--- config.mk ---
export PLATFORM = sky130hd
export DESIGN_NAME = rit_refresh_timer
export DESIGN_NICKNAME = d
export VERILOG_FILES = /design/src/rtl/rit_pkg.sv /design/src/rtl/rit_prescaler.sv /design/src/rtl/rit_ctrl_reg.sv /design/src/rtl/rit_refresh_tally.sv /design/src/rtl/rit_refresh_timer.sv
export SDC_FILE = /design/constraint.sdc
export NUM_CORES = 1
export LEC_CHECK = 0
export CORE_UTILIZATION = 40
export CTS_BUF_LIST = sky130_fd_sc_hd__clkbuf_8
export CTS_CLUSTER_DIAMETER = 200
export DETAILED_ROUTE_END_ITERATION = 7
export SYNTH_ARGS = -nofsm -noshare
export SYNTH_HDL_FRONTEND = slang
export SYNTH_HIERARCHICAL = 1
export SYNTH_SLANG_ARGS = --single-unit
--- constraint.sdc ---
create_clock -name clk -period 4.1 [get_ports clk]
set_input_delay 0.82 -clock clk [delete_from_list [all_inputs] [get_ports clk]]
set_output_delay 0.82 -clock clk [all_outputs]
set_load 0.02 [all_outputs]
--- src/rtl/rit_pkg.sv ---
package rit_pkg;

  localparam logic [7:0] WR_KEY = 8'hA5;

  typedef enum logic [1:0] {
    SEL_CTRL = 2'd0,
    SEL_CNT  = 2'd1,
    SEL_COR  = 2'd2
  } reg_sel_e;

  typedef struct packed {
    logic       cmf;
    logic       cmie;
    logic [2:0] cks;
    logic       ovf;
    logic       ovie;
    logic       lmts;
  } ctrl_t;

  function automatic logic [3:0] div_shift(input logic [2:0] cks);
    case (cks)
      3'd1:    div_shift = 4'd2;
      3'd2:    div_shift = 4'd4;
      3'd3:    div_shift = 4'd6;
      3'd4:    div_shift = 4'd8;
      3'd5:    div_shift = 4'd10;
      3'd6:    div_shift = 4'd11;
      3'd7:    div_shift = 4'd12;
      default: div_shift = 4'd0;
    endcase
  endfunction

endpackage

--- src/rtl/rit_prescaler.sv ---
module rit_prescaler #(
  parameter int DIV_W = 12
) (
  input  logic       clk,
  input  logic       por_n,
  input  logic       restart,
  input  logic [2:0] cks,
  output logic       tick
);
  import rit_pkg::*;

  logic [DIV_W-1:0] div_q;
  logic [DIV_W-1:0] mask;

  always_comb begin
    mask = ~({DIV_W{1'b1}} << div_shift(cks));
    tick = (cks != 3'd0) && ((div_q & mask) == mask);
  end

  always_ff @(posedge clk or negedge por_n) begin
    if (!por_n)       div_q <= '0;
    else if (restart) div_q <= '0;
    else              div_q <= div_q + 1'b1;
  end

  // Shortest interval is four clocks, so ticks never come back to back.
  p_tick_gap_r4: assert property (@(posedge clk) disable iff (!por_n)
    tick && !restart |=> !tick);

endmodule

--- src/rtl/rit_ctrl_reg.sv ---
module rit_ctrl_reg (
  input  logic               clk,
  input  logic               por_n,
  input  logic               wr_acc,
  input  logic [7:0]         wr_low,
  input  logic               match_evt,
  input  logic               ovf_evt,
  input  logic               rfsh_done,
  input  logic               rfsh_en,
  input  logic               rmode_self,
  output rit_pkg::ctrl_t     ctrl
);
  import rit_pkg::*;

  logic armed_q;
  logic cbr_done;
  logic clr_cmf;

  assign cbr_done = rfsh_done && rfsh_en && !rmode_self;
  assign clr_cmf  = armed_q && cbr_done;

  always_ff @(posedge clk or negedge por_n) begin
    if (!por_n) begin
      ctrl    <= '0;
      armed_q <= 1'b0;
    end else begin
      if (wr_acc) begin
        ctrl.cmie <= wr_low[6];
        ctrl.cks  <= wr_low[5:3];
        ctrl.ovie <= wr_low[1];
        ctrl.lmts <= wr_low[0];
      end
      if (match_evt)    ctrl.cmf <= 1'b1;
      else if (clr_cmf) ctrl.cmf <= 1'b0;

      if (clr_cmf || match_evt && !ctrl.cmf)   armed_q <= 1'b0;
      else if (wr_acc && !wr_low[7] && ctrl.cmf) armed_q <= 1'b1;

      if (ovf_evt)                      ctrl.ovf <= 1'b1;
      else if (wr_acc && !wr_low[2])    ctrl.ovf <= 1'b0;
    end
  end

  // A set flag survives any cycle without a refresh completion.
  p_cmf_hold_r6: assert property (@(posedge clk) disable iff (!por_n)
    ctrl.cmf && !rfsh_done |=> ctrl.cmf);

  // A completion that is not a CBR refresh never clears the flag.
  p_cmf_mode_r7: assert property (@(posedge clk) disable iff (!por_n)
    ctrl.cmf && rfsh_done && (!rfsh_en || rmode_self) |=> ctrl.cmf);

  // Overflow flag survives writes of 1.
  p_ovf_hold_r9: assert property (@(posedge clk) disable iff (!por_n)
    ctrl.ovf && !(wr_acc && !wr_low[2]) |=> ctrl.ovf);

endmodule

--- src/rtl/rit_refresh_tally.sv ---
module rit_refresh_tally #(
  parameter int LIM_LO = 1024,
  parameter int LIM_HI = 512
) (
  input  logic clk,
  input  logic por_n,
  input  logic mrst_n,
  input  logic match_evt,
  input  logic lmts,
  output logic ovf_evt
);
  localparam int CW = $clog2(LIM_LO);
  localparam logic [CW-1:0] LAST_LO = CW'(LIM_LO - 1);
  localparam logic [CW-1:0] LAST_HI = CW'(LIM_HI - 1);

  logic [CW-1:0] tally_q;
  logic [CW-1:0] last;

  assign last    = lmts ? LAST_HI : LAST_LO;
  assign ovf_evt = match_evt && (tally_q >= last);

  always_ff @(posedge clk or negedge por_n) begin
    if (!por_n)         tally_q <= '0;
    else if (!mrst_n)   tally_q <= '0;
    else if (ovf_evt)   tally_q <= '0;
    else if (match_evt) tally_q <= tally_q + 1'b1;
  end

  p_tally_wrap_r9: assert property (@(posedge clk) disable iff (!por_n)
    ovf_evt |=> tally_q == '0);

endmodule

--- src/rtl/rit_refresh_timer.sv ---
module rit_refresh_timer #(
  parameter int CNT_W  = 8,
  parameter int DIV_W  = 12,
  parameter int LIM_LO = 1024,
  parameter int LIM_HI = 512
) (
  input  logic        clk,
  input  logic        por_n,
  input  logic        mrst_n,
  input  logic [1:0]  bus_addr,
  input  logic [15:0] bus_wdata,
  input  logic        bus_we,
  output logic [15:0] bus_rdata,
  input  logic        rfsh_en,
  input  logic        rmode_self,
  input  logic        rfsh_done,
  output logic        rfsh_req,
  output logic        irq_cmatch,
  output logic        irq_ovf
);
  import rit_pkg::*;

  logic             key_ok;
  logic             wr_ctrl, wr_cnt, wr_cor;
  logic             tick, match_evt, ovf_evt;
  logic [CNT_W-1:0] cnt_q, cor_q;
  ctrl_t            ctrl;

  assign key_ok  = bus_wdata[15:8] == WR_KEY;
  assign wr_ctrl = bus_we && key_ok && (bus_addr == SEL_CTRL);
  assign wr_cnt  = bus_we && key_ok && (bus_addr == SEL_CNT);
  assign wr_cor  = bus_we && key_ok && (bus_addr == SEL_COR);

  rit_prescaler #(.DIV_W(DIV_W)) u_presc (
    .clk     (clk),
    .por_n   (por_n),
    .restart (wr_ctrl || !mrst_n),
    .cks     (ctrl.cks),
    .tick    (tick)
  );

  assign match_evt = tick && (cnt_q == cor_q);

  always_ff @(posedge clk or negedge por_n) begin
    if (!por_n) begin
      cnt_q    <= '0;
      cor_q    <= '0;
      rfsh_req <= 1'b0;
    end else begin
      if (wr_cnt)    cnt_q <= bus_wdata[CNT_W-1:0];
      else if (tick) cnt_q <= match_evt ? '0 : cnt_q + 1'b1;
      if (wr_cor)    cor_q <= bus_wdata[CNT_W-1:0];
      rfsh_req <= match_evt;
    end
  end

  rit_ctrl_reg u_ctrl (
    .clk        (clk),
    .por_n      (por_n),
    .wr_acc     (wr_ctrl),
    .wr_low     (bus_wdata[7:0]),
    .match_evt  (match_evt),
    .ovf_evt    (ovf_evt),
    .rfsh_done  (rfsh_done),
    .rfsh_en    (rfsh_en),
    .rmode_self (rmode_self),
    .ctrl       (ctrl)
  );

  rit_refresh_tally #(.LIM_LO(LIM_LO), .LIM_HI(LIM_HI)) u_tally (
    .clk       (clk),
    .por_n     (por_n),
    .mrst_n    (mrst_n),
    .match_evt (match_evt),
    .lmts      (ctrl.lmts),
    .ovf_evt   (ovf_evt)
  );

  assign irq_cmatch = ctrl.cmf && ctrl.cmie;
  assign irq_ovf    = ctrl.ovf && ctrl.ovie;

  always_comb begin
    case (bus_addr)
      SEL_CTRL: bus_rdata = {8'h00, ctrl};
      SEL_CNT:  bus_rdata = 16'(cnt_q);
      SEL_COR:  bus_rdata = 16'(cor_q);
      default:  bus_rdata = 16'h0000;
    endcase
  end

  p_key_r2: assert property (@(posedge clk) disable iff (!por_n)
    bus_we && !key_ok |=> $stable(cor_q) && $stable(ctrl.cks) && $stable(ctrl.cmie));

  p_stop_r4: assert property (@(posedge clk) disable iff (!por_n)
    ctrl.cks == 3'd0 |-> !tick);

  p_cnt_step_r4: assert property (@(posedge clk) disable iff (!por_n)
    tick && (cnt_q != cor_q) && !wr_cnt |=> cnt_q == CNT_W'($past(cnt_q) + 1'b1));

  p_req_pulse_r5: assert property (@(posedge clk) disable iff (!por_n)
    rfsh_req |=> !rfsh_req);

  p_match_zero_r5: assert property (@(posedge clk) disable iff (!por_n)
    rfsh_req && !$past(wr_cnt) |-> cnt_q == '0 && ctrl.cmf);

  p_mrst_keep_r10: assert property (@(posedge clk) disable iff (!por_n)
    !mrst_n && !bus_we |=> $stable(cor_q) && $stable(ctrl.cks) && $stable(ctrl.lmts));

endmodule

==> qor.csv, run 1 <==
metric,value,unit
Pwr Density,305.0,mW/mm²
max_slew headroom,39.05,%
Syn Std Cell Area,0.002887,mm²
pre-CTS setup slack,618.8,ps
via count,2249,
vias in the first global route,2208,
routed len/inst,15.09,µm
"Avg Cell Area, Syn",9.885,µm²
Synth Area in Compound Gates,11.79,%
Gate power share,16.0,%
simple-gate share of the synthesized area,23.62,%
total power,1.038,mW
status,completed,
crit end category,output port,
Pint,770.3,µW
drt first pass iters,4,
Antenna Nets Post-Route,0,
Die Y,86.95,µm
Min-Delay Path Class,in2async,
Lkg Pwr,1.419,nW
largest net degree at the start of global routing,26,
CP arrival,2670,ps
RSZ-0062 raised after global routing,no,
layout cells sized above 1,15.38,%
Post-synth EDFFs,0,
DIE AREA,0.007560,mm²
# setup viols final,0,
initial core utilization,42.02,%
CTS resizes,0,
Worst Skew,12.73,ps
core area,0.006869,mm²
Root Buffer Master,clkbuf_8,
area delta synth->final,17.86,%
most frequent cells in the layout,"dfrtp_1 (48), clkdlybuf4s50_1 (34), nand2_1 (31), nand3_1 (23), xnor2_1 (15)",
postcts setup bufs,0,
Final Non-Filler Cells,421,
min cycle time layout,3490,ps
Critical Path Fanout Max,7,
register area share after synthesis,41.61,%
leading area contributor after synthesis,dfrtp_1,
ys flop type,dfrtp_1,
Syn. warnings,6,
"commonest non-fill, non-tap cell in the layout",dfrtp_1,
post-synth cell types,50,
DP Wirelength,4.526,mm
RR Startpoint,u_presc/div_q[2],
cell area after layout,0.003402,mm²
asr flop ratio synth,100.0,%
Psw,267.2,µW
CTS Hold Bufs,0,
Antenna Cells,0,
WHS,502.0,ps
WP data required,3280,ps
max-cap violations,0,
CP Class,in2out,
PortBufs,35,
sw frac,25.76,%
drt total wl,6.351,mm
"Clk pin slew, worst setup/hold paths",90,ps
Row Count,30,
Clk pwr share,35.0,%
Mapped Cells,292,
Setup crit start,bus_addr[1],
Die Wd,86.95,µm
Worst-Skew Late Latency,300,ps
CTS tree,yes,
# placed instances,413,
gr usage total,18.46,%
io pins,44,
Synth Area in XOR/XNOR,5.765,%
Placer Congestion,0.8419,
clk sinks,48,
via/cell ratio,5.342,
sequential power share,49.1,%
CTS H-tree lvls,2,
Yosys reg bits,48,
Final #Nets,353,
mux share of post-synthesis cell area,9.406,%
actual slew at the worst max-slew pin,906.7,ps
setup tns final,0,ps
Peak supply drop,0.1683,mV
Max Transition Viols Final,0,
overflow left after global routing,0,
Yosys top cell area share,41.61,%
DRC viols,0,
initial antenna violation count,0,
Area contributors post-synth,"dfrtp_1 (42%), xnor2_1 (4.6%), nand2_1 (4.0%), nand3_1 (4.0%), mux2_2 (3.5%)",
Synth Area in Adders,1.734,%
Placed Instance Area,0.003281,mm²
period utilization,85.13,%
Final WS setup,609.5,ps
final core occ,49.53,%
main combinational cell family by area after synthesis,simple AND/OR/NAND/NOR gates,
Clock Path Buffers,2,
Reg2Reg Setup Slack,950,ps
CTS buffer count,5,
startpoint types,primary input,
first-pass GRT wire length,10.83,mm
Max Fclk,0.2865,GHz
final hold viol count,0,
starting DRC count in detailed routing,85,
## layer usage
layer | track usage (%) | vias up | wire length [µm] | share of wire (%)
met3 | 2.938 | 7 | 193 | 3.0
met1 | 24.89 | 1112 | 3074 | 48
li1 | - | 1092 | - | -
met5 | 0 | - | 0 | 0
met2 | 30.14 | 38 | 2990 | 47
met4 | 6.364 | 0 | 92 | 1.4
## worst paths after layout
| kind | to | cells past startpoint |
|---|---|---|
| worst max-delay path | bus_rdata[2] | 5 |
| worst min-delay path | u_presc/div_q[8] | 1 |
| worst max register to register | u_tally/tally_q[9] | 9 |
| worst min register to register | u_ctrl/ctrl[2] | 1 |
| max in group asynchronous | u_tally/tally_q[7] | 2 |
| min in group clk | u_ctrl/ctrl[2] | 1 |
## cells in the mapped netlist (5+ instances only)
cell type,number
a21oi_1,11
buf_4,8
clkbuf_1,9
dfrtp_1,48
inv_1,6
mux2_2,9
mux2_4,6
mux2i_1,8
nand2_1,31
nand3_1,23
nor2_1,10
nor2_2,8
nor2b_1,5
nor3_1,6
nor4_1,5
o21ai_0,14
o221ai_1,6
xnor2_1,15
## registers in the layout, summed over array words and instances, names as in the netlist
register         count
cnt_q                8
cor_q                8
rfsh_req             1
u_ctrl/armed_q       1
u_ctrl/ctrl          8
u_presc/div_q       12
u_tally/tally_q     10
## worst max-delay path, stage by stage
cell	delay, ps
clkdlybuf4s50_1	730
buf_4	240
mux2i_1	70
o21ai_0	170
clkdlybuf4s50_1	630
## cell type report
cell class	instances	area [µm²]
flip-flops and latches	48	1201
inverters	6	22.52
clock inverters	2	38.79
clock buffers	6	82.58
repair buffers	41	390.4
fillers	655	3467
multi-input cells	222	1546
well taps	96	120.1
## power by group through the flow
stage	logic [mW]	clock network, mW	registers, mW
after global routing	0.185	0.388	0.513
final	0.166	0.363	0.509
after global placement	0.165	0	0.518
after detailed placement	0.167	0	0.518
after floorplan	0.114	0	0.508
after CTS	0.167	0.372	0.509
## logic make-up after synthesis
group / Yosys count
buffers and inverters: 29
other: 1
XOR/XNOR: 19
flip-flops: 48
AND/OR/NAND/NOR: 120
multiplexers: 23
adder cells (fa/ha/maj): 4
AO/OA/AOI/OAI: 48
(Power assumes the default switching activity.)
==> run 2, diff against run 1 <==
--- a/config.mk
+++ b/config.mk
@@ -7,7 +7,8 @@
 export LEC_CHECK = 0
 export CORE_UTILIZATION = 40
 export CTS_BUF_LIST = sky130_fd_sc_hd__clkbuf_8
-export CTS_CLUSTER_DIAMETER = 200
+export CTS_CLUSTER_DIAMETER = 100
+export CTS_CLUSTER_SIZE = 20
 export DETAILED_ROUTE_END_ITERATION = 7
 export SYNTH_ARGS = -nofsm -noshare
 export SYNTH_HDL_FRONTEND = slang
==> results of run 2 <==
No change in the layout: final DEF, timing and power equal those of run 1.
